## src/rtl/pause_gate_pkg.sv

```systemverilog
package pause_gate_pkg;

    localparam int DEF_QUANTA_W = 16;

    typedef enum logic [1:0] {
        TXS_IDLE = 2'd0,
        TXS_HELD = 2'd1,
        TXS_SEND = 2'd2
    } tx_state_e;

    // Flow control applies only to a full-duplex link with the feature on
    function automatic logic fc_applies(input logic duplex, input logic fc_on);
        return duplex & fc_on;
    endfunction

endpackage

```

## src/rtl/pause_countdown.sv

```systemverilog
module pause_countdown #(
    parameter int QUANTA_W = pause_gate_pkg::DEF_QUANTA_W
) (
    input  logic                clk,
    input  logic                rst,
    input  logic                enable,
    input  logic                load,
    input  logic [QUANTA_W-1:0] load_val,
    input  logic                tick,
    output logic                running
);
    typedef logic [QUANTA_W-1:0] quanta_t;
    localparam quanta_t ZERO = '0;

    quanta_t count;

    always_ff @(posedge clk) begin
        if (rst) begin
            count <= ZERO;
        end else if (!enable) begin
            count <= ZERO;
        end else if (load) begin
            count <= load_val;
        end else if (tick && count != ZERO) begin
            count <= count - quanta_t'(1);
        end
    end

    assign running = (count != ZERO);


    hold_no_tick_chk: assert property (@(posedge clk) disable iff (rst)
        (enable && !load && !tick) |=> (count == $past(count)));


    zero_reload_chk: assert property (@(posedge clk) disable iff (rst)
        (enable && load && load_val == ZERO) |=> !running);


    disabled_idle_chk: assert property (@(posedge clk) disable iff (rst)
        !enable |=> !running);

endmodule

```

## src/rtl/tx_launch_ctrl.sv

```systemverilog
module tx_launch_ctrl
    import pause_gate_pkg::*;
(
    input  logic clk,
    input  logic rst,
    input  logic inhibit,
    input  logic req_set,
    input  logic done,
    output logic start,
    output logic pending,
    output logic active,
    output logic irq
);
    tx_state_e state, state_nx;
    logic      launch;

    always_comb begin
        state_nx = state;
        launch   = 1'b0;
        unique case (state)
            TXS_IDLE: if (req_set) state_nx = TXS_HELD;
            TXS_HELD: if (!inhibit) begin
                state_nx = TXS_SEND;
                launch   = 1'b1;
            end
            TXS_SEND: if (done) state_nx = TXS_IDLE;
            default:  state_nx = TXS_IDLE;
        endcase
    end

    always_ff @(posedge clk) begin
        if (rst) begin
            state <= TXS_IDLE;
            start <= 1'b0;
            irq   <= 1'b0;
        end else begin
            state <= state_nx;
            start <= launch;
            irq   <= (state == TXS_SEND) && done;
        end
    end

    assign pending = (state != TXS_IDLE);
    assign active  = (state == TXS_SEND);


    held_no_start_chk: assert property (@(posedge clk) disable iff (rst)
        (state == TXS_HELD && inhibit) |=> !start);


    start_pulse_chk: assert property (@(posedge clk) disable iff (rst)
        start |=> !start);


    irq_after_end_chk: assert property (@(posedge clk) disable iff (rst)
        irq |-> !active);


    send_kept_chk: assert property (@(posedge clk) disable iff (rst)
        (active && !done) |=> active);

endmodule

```

## src/rtl/pause_tx_inhibit.sv

```systemverilog
module pause_tx_inhibit
    import pause_gate_pkg::*;
#(
    parameter int QUANTA_W = DEF_QUANTA_W
) (
    input  logic                clk,
    input  logic                rst,
    input  logic                full_duplex,
    input  logic                fc_enable,
    input  logic                pause_valid,
    input  logic [QUANTA_W-1:0] pause_quanta,
    input  logic                quanta_tick,
    input  logic                tx_req_set,
    input  logic                tx_done,
    output logic                tx_start,
    output logic                tx_pending,
    output logic                tx_active,
    output logic                pause_active,
    output logic                tx_irq
);
    logic gate_on;
    logic timer_running;

    assign gate_on = fc_applies(full_duplex, fc_enable);

    pause_countdown #(.QUANTA_W(QUANTA_W)) u_timer (
        .clk      (clk),
        .rst      (rst),
        .enable   (gate_on),
        .load     (pause_valid),
        .load_val (pause_quanta),
        .tick     (quanta_tick),
        .running  (timer_running)
    );

    assign pause_active = timer_running;

    tx_launch_ctrl u_launch (
        .clk     (clk),
        .rst     (rst),
        .inhibit (timer_running),
        .req_set (tx_req_set),
        .done    (tx_done),
        .start   (tx_start),
        .pending (tx_pending),
        .active  (tx_active),
        .irq     (tx_irq)
    );


    pause_engage_chk: assert property (@(posedge clk) disable iff (rst)
        (gate_on && pause_valid && pause_quanta != '0) |=> pause_active);


    start_sets_active_chk: assert property (@(posedge clk) disable iff (rst)
        tx_start |-> tx_active);

endmodule

```

## config.mk

```make
export PLATFORM = sky130hd
export DESIGN_NAME = pause_tx_inhibit
export DESIGN_NICKNAME = d
export VERILOG_FILES = /design/src/rtl/pause_gate_pkg.sv /design/src/rtl/pause_countdown.sv /design/src/rtl/tx_launch_ctrl.sv /design/src/rtl/pause_tx_inhibit.sv
export SDC_FILE = /design/constraint.sdc
export NUM_CORES = 1
export LEC_CHECK = 0
export BUFFER_PORTS_ARGS = -buffer_cell sky130_fd_sc_hd__clkbuf_2
export CORE_UTILIZATION = 30
export CTS_CLUSTER_SIZE = 14
export DETAILED_ROUTE_END_ITERATION = 8
export SYNTH_ARGS = -nofsm -noshare
export SYNTH_HDL_FRONTEND = slang
export SYNTH_SLANG_ARGS = --single-unit
```

## constraint.sdc

```tcl
create_clock -name clk -period 1.8 [get_ports clk]
set_input_delay 0.18 -clock clk [delete_from_list [all_inputs] [get_ports clk]]
set_output_delay 0.18 -clock clk [all_outputs]
set_load 0.005 [all_outputs]
```

# --- Word level (Yosys, flattened, before mapping) ---
# Index checks and enable logic that the tools add are counted.
op_classes:
  reduce_logical: 9
  eq_ne: 5
  n_bitwise: 3
  n_addsub: 1
  n_mux: 7
op_table:
  columns: ["op", "count"]
  rows:
  - ["two-way mux 16 bit", 2]
  - ["nonzero test 16 bit", 1]
  - ["subtractor 16 x 1 -> 16 bit (second input constant)", 1]
  - ["two-way mux 2 bit", 3]
  - ["inequality test 2 bit (second input constant)", 3]
  - ["case mux 2 bit (3 select lines)", 1]
  - ["nonzero test 2 bit", 2]
  - ["OR reduction 2 bit", 2]
  - ["AND reduction 3 bit", 1]
  - ["== test 2 x 1 -> 1 bit (second input constant)", 1]
  - ["== test 2 bit (second input constant)", 1]
  - ["logical AND 1 bit", 2]
  - ["zero test 2 bit", 1]
  - ["inverter 1 bit", 2]
  - ["AND 1 bit", 1]
  - ["two-way mux 1 bit", 1]
totals:
  word_cells: 29
  ff_bits: 20
  output_inout_bits: 5

# --- Logic depth before layout (Yosys ltp) ---
# Gate-level depths: netlist of run 1.
depth:
  depth_word: 4
  depth_mapped: 8
  ltp_nobuf: 8

# --- Hierarchy ---
# Synthesis of run 1 repeated with hierarchy kept, for this count alone.
hier_totals:
  hier_cells: 127
  area_unflattened_um2: 1064.8
modules_own_cells:
  columns: ["module", "area_each_um2", "cells_per_inst", "instances"]
  rows:
  - ["pause_countdown", 913.4, 114, 1]
  - ["tx_launch_ctrl", 145.1, 12, 1]
  - ["pause_tx_inhibit", 6.3, 1, 1]

# --- Least setup slack after synthesis of run 1 ---
# No wires, ideal clock.
synth_path:
  path_type: "flip-flop to flip-flop"
  start: "register u_timer.count[2]"
  end: "register u_timer.count[10]"
  path_buffers: 0
  path_stages_with_launch: 6
  setup_time_ns: 0.133
  slack_ns: -0.067
  period_less_slack_ns: 1.867
  t_arrival_ns: 1.735
  cell_sequence: "dfxtp_1 > or4_4 > or3_4 > nor4b_4 > xnor2_1 > a21oi_1"
synth_between:
  elab_chain_len: 3
  elab_cells_between_ends: 6
synth_lines:
  columns: ["item", "line", "text"]
  rows:
  - ["start, declared", "pause_countdown.sv:15", "quanta_t count;"]
  - ["start signal, assigned", "pause_countdown.sv:23", "count <= load_val;"]
  - ["start signal, assigned", "pause_countdown.sv:25", "count <= count - quanta_t'(1);"]
  - ["subtractor 16 x 1 -> 16 bit / nonzero test 16 bit (equally long branches)", "pause_countdown.sv:25, pause_countdown.sv:24", null]
  - ["two-way mux 16 bit / logical AND 1 bit (equally long branches)", "pause_countdown.sv:24", "end else if (tick && count != ZERO) begin"]
  - ["two-way mux 16 bit / nonzero test 2 bit (equally long branches)", null, null]
# Parallel ways exist; a longest one is shown, timed or not. The select of a mux whose other input is x is not followed.
# A chain may end at the register's enable or synchronous reset.

# --- Worst setup path in the final report of run 1 ---
# Same ends and word-level chain as after synthesis.

==> flow_metrics.py, run 1 <==
metrics = {
    "run_status": {
        "status": "finished with violations",
        "failed_checks": "negative setup slack",
    },
    "cells_and_area": {
        "area_delta_synth_final_pct": 43.5,
        "multi_input_comb_area_um2": 746,
        "post-route-cell-area_um2": 1580,
        "final_cells": 231,
        "drive_above_1_share": 0.459,
        "antenna_cells": 0,
        "nets": 212,
        "regArea_um2": 408,
        "fillers": 365,
    },
    "setup_path": {
        "end_kind": "flip-flop",
        "critPathLaunch": "u_timer.count[2]",
        "cp_max_fo": 4,
        "cp_data_required_time_ns": 2.00,
        "cp.arrival_ns": 2.06,
        "r2r_start": "u_timer.count[2]",
        "startpoint_type": "flip-flop",
        "worstSetupPathType": "flip-flop to flip-flop",
    },
    "cts": {
        "hold_buffers": 0,
        "cts.htree.levels": 1,
        "clkLatencyLatePin_ns": 0.30,
        "tritoncts": "yes",
        "cts_sinks": 20,
        "root_buffer": "clkbuf_4",
        "cts_made_buffers": 3,
        "cts.clk_slew.worst_paths_ns": 0.12,
        "ctsLongestPathBuffers": 2,
    },
    "placement": {
        "place_area_um2": 1440,
        "hpwl_mm": 2.19,
        "dp.cells": 224,
        "place.port_buffers": 28,
        "gp_congestion": 0.799,
    },
    "sta": {
        "finalCritPeriodShare": 1.04,
        "worstMarginPinSlew_ns": 0.454,
        "finalCriticalPeriod_ns": 1.86,
        "fin_ws_ns": -0.0640,
        "hold_viol_final": 0,
        "clock.fmax_mhz": 536,
        "fin_skew_ns": 0.00490,
        "rsz0062_at_grt": "yes",
        "slew_viol_final": 0,
        "relSlewSlack": 0.696,
        "finalSetupViolations": 5,
    },
    "global_route": {
        "grt_pass1_vias": 1090,
        "grt_pass1_wl_mm": 4.67,
        "grt-ovfl-total": 0,
        "grt.total_usage": 0.150,
        "grt_max_degree": 17,
        "antenna_found_initial": 0,
    },
    "synthesis": {
        "synthTopCellsByArea": "dfxtp_1 (36%), o21ai_0 (8.2%), a21oi_1 (6.4%), nor2_1 (4.8%), xor2_1 (4.0%)",
        "yosysWarningCount": 0,
        "synthFlopType": "dfxtp_1",
        "synth_xor_area_frac": 0.0716,
        "synthMuxAreaShare": 0.0273,
        "synthesis.instances": 133,
        "synth_compound_area_frac": 0.180,
        "ys_ff_latch": 20,
        "synthTopCellsByCount": "dfxtp_1 (20), o21ai_0 (18), a21oi_1 (14), nor2_1 (14)",
        "synthAdderAreaFrac": 0.0114,
        "ys_types": 34,
        "synth_top_area_frac": 0.364,
        "synth_simple_gate_area_frac": 0.316,
        "synth_nets": 158,
        "avgSynthCellArea_um2": 8.28,
        "synth_top_cell_by_area": "dfxtp_1",
        "synth_top_family_by_area": "simple AND/OR/NAND/NOR gates",
        "yosysMostFrequentCell": "dfxtp_1",
        "yosysSeqAreaShare": 0.364,
        "synth-edff-count": 0,
        "async_flop_share": 0,
        "syn-cell-area_um2": 1100,
    },
    "drt": {
        "dr.first_iter.drc_count": 21,
        "drt_wl_total_mm": 2.79,
        "drtAntennaViolNets": 0,
        "drc_errors": 0,
        "vias": 1129,
        "post_drt_wl_per_cell_um": 12.1,
        "first_pass_iters": 4,
        "via_per_inst": 4.89,
    },
    "floorplan": {
        "die_h_um": 62.6,
        "core.rowCount": 21,
        "dieArea_um2": 3920,
        "die_x_um": 62.6,
        "ios": 29,
        "core_area_um2": 3420,
        "start_util": 0.322,
    },
    "pwr": {
        "cellPowerDensity_nw_per_um2": 668,
        "peakVddDrop_mv": 0.312,
        "p_leak_nw": 0.678,
    },
    "flow_run": {
        "cap_violations": 0,
    },
    "hold_path": {
        "hold_class": "input port to flip-flop",
        "min_from": "rst",
    },
}
[area by class of cell]
class | count | area share
clock buffers | 3 | 0.0143
inverters | 5 | 0.0119
multi-input cells | 104 | 0.472
flip-flops and latches | 20 | 0.258
well taps | 46 | 0.0364
repair buffers | 53 | 0.207
[critical path, cell delays in order (launching register included)]
cell	delay [ns]
dfxtp_2	0.34
or4_4	0.56
or3_4	0.41
nor4b_4	0.23
xnor2_1	0.15
a21oi_1	0.08
[layout by cell type, fill, tap and decap left out, types with 2 or more instances in the layout]
cell type	n
inv_2	2
nor3_4	2
nor4_2	3
clkbuf_4	3
dfxtp_2	6
dfxtp_1	14
a211oi_1	2
nor2_1	13
nor3_1	6
xor2_1	5
xnor2_1	4
nor4b_4	3
mux2i_1	3
a31oi_1	2
a21oi_1	14
o21ai_0	17
buf_4	25
or4_4	2
clkbuf_2	28
nand2_1	5
nor4b_1	2
or2_2	2
inv_1	2
nand3_1	4
[metal layers]
metal / vias to the layer above / global-route usage / part of all wire
li1: 589 / - / -
met1: 518 / 0.179 / 0.46
met2: 20 / 0.268 / 0.50
met3: 2 / 0.0255 / 0.032
met4: 0 / 0.0552 / 0.0050
met5: - / 0 / 0
[sequential cells by signal (all words and copies together) (netlist names)]
register	cells
u_launch.state	2
u_launch.start	1
u_launch.irq	1
u_timer.count	16
[report_power, final]
group	leakage, nW	switching [mW]	total (mW)	internal [mW]
sequential	0.165	0.0188	0.480	0.461
clock	0.0138	0.140	0.217	0.0780
combinational	0.499	0.164	0.358	0.195
total	0.678	0.322	1.06	0.733
[metrics by stage]
stage	hold WS, ns	utilization	setup TNS (ns)	worst slack [ns]	power (mW)
after floorplan	0.252	-	-0.149	-0.0503	0.659
after global placement	0.416	0.422	-0.184	-0.0805	0.785
after detailed placement	0.422	0.422	-0.417	-0.126	0.791
after CTS	0.0917	0.450	-0.223	-0.0598	1.04
after global routing	0.0853	0.463	-0.718	-0.174	1.13
final	0.0960	0.463	-0.201	-0.0640	1.06
[final timing paths]
check                       to  slack (ns)  cells after the start
max          u_timer.count[10]       -0.06                      5
min          u_launch.state[1]         0.1                      2
max reg2reg  u_timer.count[10]       -0.06                      5
min reg2reg     u_launch.start        0.49                      1
[cell families (layout without fill, tap and decap cells)]
group,Yosys count,in the layout
AND/OR/NAND/NOR,54,54
multiplexers,3,3
XOR/XNOR,9,9
AO/OA/AOI/OAI,37,37
buffers and inverters,9,61
adder cells (fa/ha/maj),1,1
flip-flops,20,20
[repair_timing]
action,in CTS,in global routing
pin swaps,7,5
endpoints found under the setup margin,9,10
hold endpoints to repair,0,0
resized for setup,12,11
buffers inserted,3,1
(Power assumes the default switching activity.)
==> inputs of run 2 (changes only) <==
Settings changed: GPL_TIMING_DRIVEN from default to 0, PLACE_DENSITY from default to 0.59.
==> run 2 against run 1 <==
The flow still finishes with violations (negative setup slack). Count of clock-buffer cells in the layout up 1. Critical path depth unchanged. Maximum frequency down 1.0%. Via count down 0.89%. Critical endpoint unchanged. Largest cell class unchanged. Largest power group unchanged.
==> flow_metrics.py, run 2 (same netlist as run 1, synthesis figures left out) <==
metrics = {
    "run_status": {
        "status": "finished with violations",
        "failed_checks": "negative setup slack",
    },
    "cts": {
        "hold_buffers": 0,
        "cts_sinks": 20,
        "cts.clk_slew.worst_paths_ns": 0.12,
        "clkLatencyLatePin_ns": 0.30,
        "cts_made_buffers": 3,
        "tritoncts": "yes",
        "ctsLongestPathBuffers": 2,
        "root_buffer": "clkbuf_4",
        "cts.htree.levels": 1,
    },
    "setup_path": {
        "critPathLaunch": "u_timer.count[3]",
        "cp.arrival_ns": 2.06,
        "cp-endpoint": "u_timer.count[10]",
        "startpoint_type": "flip-flop",
        "r2r_start": "u_timer.count[3]",
        "reg2reg_slack_ns": -0.08,
        "cp_data_required_time_ns": 1.98,
        "path_cells": "or4_4 -> or3_4 -> nor4b_4 -> xnor2_1 -> a21oi_1",
        "crit_buf_inv": 0,
        "crit_path_max_incr_delay_ns": 0.56,
        "path_depth": 5,
        "cp_max_fo": 4,
        "regToRegEndpoint": "u_timer.count[10]",
        "worstSetupPathType": "flip-flop to flip-flop",
        "crit_family": "simple AND/OR/NAND/NOR gates",
        "cp_slowest_cell": "or4_4",
        "r2r_cells": 5,
        "end_kind": "flip-flop",
    },
    "floorplan": {
        "die_h_um": 62.6,
        "core.rowCount": 21,
        "die_x_um": 62.6,
        "core_area_um2": 3420,
        "start_util": 0.322,
        "ios": 29,
        "dieArea_um2": 3920,
    },
    "flow_run": {
        "cap_violations": 0,
    },
    "pwr": {
        "cellPowerDensity_nw_per_um2": 713,
        "peakVddDrop_mv": 0.530,
        "total_power_mw": 1.06,
        "p_leak_nw": 0.618,
    },
    "drt": {
        "drtAntennaViolNets": 0,
        "drt_wl_total_mm": 2.75,
        "via_per_inst": 5.06,
        "first_pass_iters": 4,
        "dr.first_iter.drc_count": 47,
        "vias": 1119,
        "drc_errors": 0,
        "post_drt_wl_per_cell_um": 12.4,
    },
    "hold_path": {
        "hold_class": "input port to flip-flop",
    },
    "sta": {
        "hold_viol_final": 0,
        "finalCritPeriodShare": 1.05,
        "finalSetupViolations": 6,
        "relSlewSlack": 0.674,
        "clock.fmax_mhz": 531,
        "finalCriticalPeriod_ns": 1.88,
        "slew_viol_final": 0,
        "fin_skew_ns": 0.00520,
        "whs_ns": 0.0892,
        "rsz0062_at_grt": "yes",
        "worstMarginPinSlew_ns": 0.488,
        "fin_ws_ns": -0.0832,
    },
    "global_route": {
        "grt-ovfl-total": 0,
        "grt_max_degree": 12,
        "antenna_found_initial": 0,
        "grt_pass1_wl_mm": 4.53,
        "grt_pass1_vias": 988,
        "grt.total_usage": 0.145,
    },
    "cells_and_area": {
        "fillers": 366,
        "area_delta_synth_final_pct": 35.1,
        "mostFrequentLayoutCells": "clkbuf_2 (28), o21ai_0 (18), dfxtp_1 (15), a21oi_1 (14), nor2_1 (13)",
        "top_register": "u_timer.count",
        "reg.largest.list": "u_timer.count (16), u_launch.state (2)",
        "antenna_cells": 0,
        "final_common_cell": "clkbuf_2",
        "drive_above_1_share": 0.394,
        "nets": 201,
        "largest_reg_flops": 16,
    },
    "placement": {
        "gp_congestion": 0.767,
        "place.port_buffers": 28,
        "hpwl_mm": 2.04,
        "place_ws_ns": -0.369,
    },
}
-- run 2: layout make-up --
class | count | area (um2) | share of cell area
multi-input combinational | 104 | 733 | 0.493
sequential | 20 | 409 | 0.275
timing repair buffer | 38 | 215 | 0.145
tap | 46 | 57.6 | 0.0387
clock buffer | 4 | 36.3 | 0.0244
inverter | 5 | 21.3 | 0.0143
buffer | 4 | 15.0 | 0.0101
-- run 2: worst min-delay path by stage --
stage	start	end	slack, ns	cells past startpoint
detailed placement	pause_quanta[2]	u_timer.count[2]	0.43	3
global route	pause_quanta[1]	u_timer.count[1]	0.07	3
CTS	pause_quanta[1]	u_timer.count[1]	0.08	3
global placement	rst	u_launch.state[1]	0.42	2
floorplan	rst	u_launch.state[1]	0.25	1
finish	pause_quanta[1]	u_timer.count[1]	0.09	3
-- run 2: layer usage --
layer	vias to the layer above	part of all wire	global-route usage
met5	-	0	0
li1	571	-	-
met3	0	0.070	0.0328
met1	506	0.44	0.188
met2	42	0.49	0.249
met4	0	0	0.0174
-- run 2: through the flow --
step	setup TNS, ns	utilization	area, um2	cells
floorplan	-0.149	-	1100	133
global placement	-1.72	0.381	1300	207
detailed placement	-2.20	0.381	1300	207
CTS	-0.363	0.419	1430	218
global route	-0.933	0.436	1490	221
finish	-0.234	0.436	1490	221
-- run 2: where the power goes --
part / leakage, nW / total [mW] / internal [mW] / switching [mW]
registers: 0.165 / 0.481 / 0.460 / 0.0214
logic: 0.431 / 0.316 / 0.163 / 0.153
clock network: 0.0210 / 0.264 / 0.123 / 0.141
total: 0.618 / 1.06 / 0.745 / 0.316
-- run 2: worst min-delay path, stage by stage --
cell      delay (ns)
clkbuf_2        0.08
nand2_1         0.05
a21oi_1         0.05
-- run 2: repair_timing --
action	4_1_cts	5_1_grt
gates resized for setup	15	7
buffers inserted	7	3
pin swaps	8	5
endpoints found under the setup margin	14	12
==> inputs of run 3 (changes only) <==
Settings changed: CORE_UTILIZATION 30 to 46, PLACE_DENSITY 0.59 to 0.81.
==> run 3 against run 2 <==
Worst setup slack worse by 0.055 ns. The flow still finishes with violations (negative setup slack). Power up 2.9%. Maximum frequency down 2.8%. Largest power group unchanged.
==> flow_metrics.py, run 3 (same netlist as run 1, synthesis figures left out) <==
metrics = {
    "placement": {
        "place.port_buffers": 28,
        "dp.cells": 189,
        "hpwl_mm": 1.89,
        "place_area_um2": 1280,
        "gp_congestion": 0.789,
    },
    "floorplan": {
        "start_util": 0.493,
        "die_h_um": 50.9,
        "die_x_um": 50.9,
        "core.rowCount": 17,
        "dieArea_um2": 2590,
        "core_area_um2": 2230,
        "ios": 29,
    },
    "drt": {
        "drt_wl_total_mm": 2.87,
        "via_per_inst": 5.62,
        "post_drt_wl_per_cell_um": 14.1,
        "vias": 1140,
        "first_pass_iters": 4,
        "drtAntennaViolNets": 0,
        "dr.first_iter.drc_count": 45,
        "drc_errors": 0,
    },
    "sta": {
        "finalCritPeriodShare": 1.08,
        "finalCriticalPeriod_ns": 1.94,
        "relSlewSlack": 0.691,
        "fin_skew_ns": 0.00340,
        "clock.fmax_mhz": 516,
        "worstMarginPinSlew_ns": 0.464,
        "hold_viol_final": 0,
        "rsz0062_at_grt": "yes",
        "finalSetupViolations": 11,
        "fin_ws_ns": -0.138,
        "slew_viol_final": 0,
    },
    "cts": {
        "cts_made_buffers": 3,
        "clkLatencyLatePin_ns": 0.32,
        "cts.htree.levels": 1,
        "root_buffer": "clkbuf_4",
        "ctsLongestPathBuffers": 2,
        "tritoncts": "yes",
        "cts_sinks": 20,
        "cts.clk_slew.worst_paths_ns": 0.12,
    },
    "cells_and_area": {
        "mostFrequentLayoutCells": "clkbuf_2 (28), o21ai_0 (17), dfxtp_1 (15), nor2_1 (14), a21oi_1 (14)",
        "post-route-util": 0.652,
        "final_cells": 203,
        "top_register": "u_timer.count",
        "drive_above_1_share": 0.383,
        "nets": 201,
        "largest_reg_flops": 16,
        "antenna_cells": 0,
        "area_delta_synth_final_pct": 32.3,
        "final_common_cell": "clkbuf_2",
        "post-route-cell-area_um2": 1460,
        "fillers": 182,
        "reg.largest.list": "u_timer.count (16), u_launch.state (2)",
    },
    "setup_path": {
        "path_cells": "buf_4 -> buf_4 -> nor4_1 -> and4_4 -> inv_2 -> clkbuf_2",
        "cp_data_required_time_ns": 1.62,
        "crit_family": "simple AND/OR/NAND/NOR gates",
        "crit_path_max_incr_delay_ns": 0.34,
        "crit_buf_inv": 4,
        "startpoint_type": "flip-flop",
        "crit_path_frequent_cell": "buf_4",
        "cp_slowest_cell": "dfxtp_2",
        "cp_max_fo": 6,
        "worstSetupPathType": "flip-flop to primary output",
        "cp.arrival_ns": 1.76,
        "end_kind": "primary output",
    },
    "global_route": {
        "grt-ovfl-total": 0,
        "grtUsageMet2": 0.401,
        "grt.total_usage": 0.229,
        "grt_pass1_wl_mm": 4.45,
        "met3_usage": 0.0327,
        "grt_max_degree": 12,
        "met1_usage": 0.267,
        "top_usage_layer": "met2",
        "grt_pass1_vias": 1032,
        "antenna_found_initial": 0,
    },
    "pwr": {
        "clock_power_share": 0.256,
        "seq_power_share": 0.443,
        "cellPowerDensity_nw_per_um2": 750,
        "switching_share": 0.310,
        "p_leak_nw": 0.613,
        "combinationalPowerShare": 0.302,
        "p_sw_uw": 338,
        "p_int_uw": 754,
        "peakVddDrop_mv": 0.517,
    },
    "hold_path": {
        "hold_class": "input port to flip-flop",
    },
    "run_status": {
        "status": "finished with violations",
        "failed_checks": "negative setup slack",
    },
    "flow_run": {
        "cap_violations": 0,
    },
}
[run 3: layout make-up]
cell class | instances | area (um2) | area share
tap | 28 | 35.0 | 0.0241
timing repair buffer | 38 | 223 | 0.153
clock buffer | 4 | 36.3 | 0.0249
buffer | 4 | 15.0 | 0.0103
multi-input combinational | 104 | 722 | 0.496
sequential | 20 | 407 | 0.279
inverter | 5 | 18.8 | 0.0129
[run 3: final timing paths]
check / from / to / slack, ns / depth (start not counted)
hold reg to reg: u_launch.state[1] / u_launch.state[0] / 0.48 / 1
hold / removal: pause_quanta[1] / u_timer.count[1] / 0.07 / 3
setup reg to reg: u_timer.count[7] / u_timer.count[14] / -0.11 / 5
setup / recovery: u_timer.count[3] / pause_active / -0.14 / 6
[run 3: repair_timing]
action                                  in CTS  in global routing
pin swaps                                   12                  6
hold buffers                                 0                  0
resized for setup                           13                  7
endpoints found under the setup margin      14                 13
buffers inserted                             7                  3
[run 3: tightest hold or removal path, delay by kind of cell]
| kind | cells | cell delay, ns |
|---|---|---|
| buffers and inverters | 1 | 0.08 |
| AOI/OAI and AO/OA | 1 | 0.05 |
| and+or+nand+nor | 1 | 0.05 |
[run 3: power groups by stage]
stage	Combinational, mW	Clock [mW]	Sequential, mW
final	0.330	0.279	0.483
after global routing	0.357	0.296	0.486
after CTS	0.296	0.274	0.482
after detailed placement	0.245	0	0.490
after global placement	0.238	0	0.489
after floorplan	0.173	0	0.486
[run 3: through the flow]
stage               TNS [ns]  worst slack (ns)  power (mW)  hold slack (ns)
global placement       -1.23            -0.252       0.726            0.418
floorplan             -0.149           -0.0503       0.659            0.252
global route           -1.55            -0.197        1.14           0.0932
CTS                   -0.422            -0.134        1.05           0.0862
detailed placement     -1.94            -0.316       0.735            0.425
finish                -0.749            -0.138        1.09           0.0728
[run 3: routing by layer]
| metal | part of all wire | routed length, um | vias up |
|---|---|---|---|
| met2 | 0.49 | 1420 | 43 |
| li1 | - | - | 566 |
| met5 | 0 | 0 | - |
| met3 | 0.051 | 147 | 7 |
| met1 | 0.43 | 1240 | 524 |
| met4 | 0.022 | 64 | 0 |
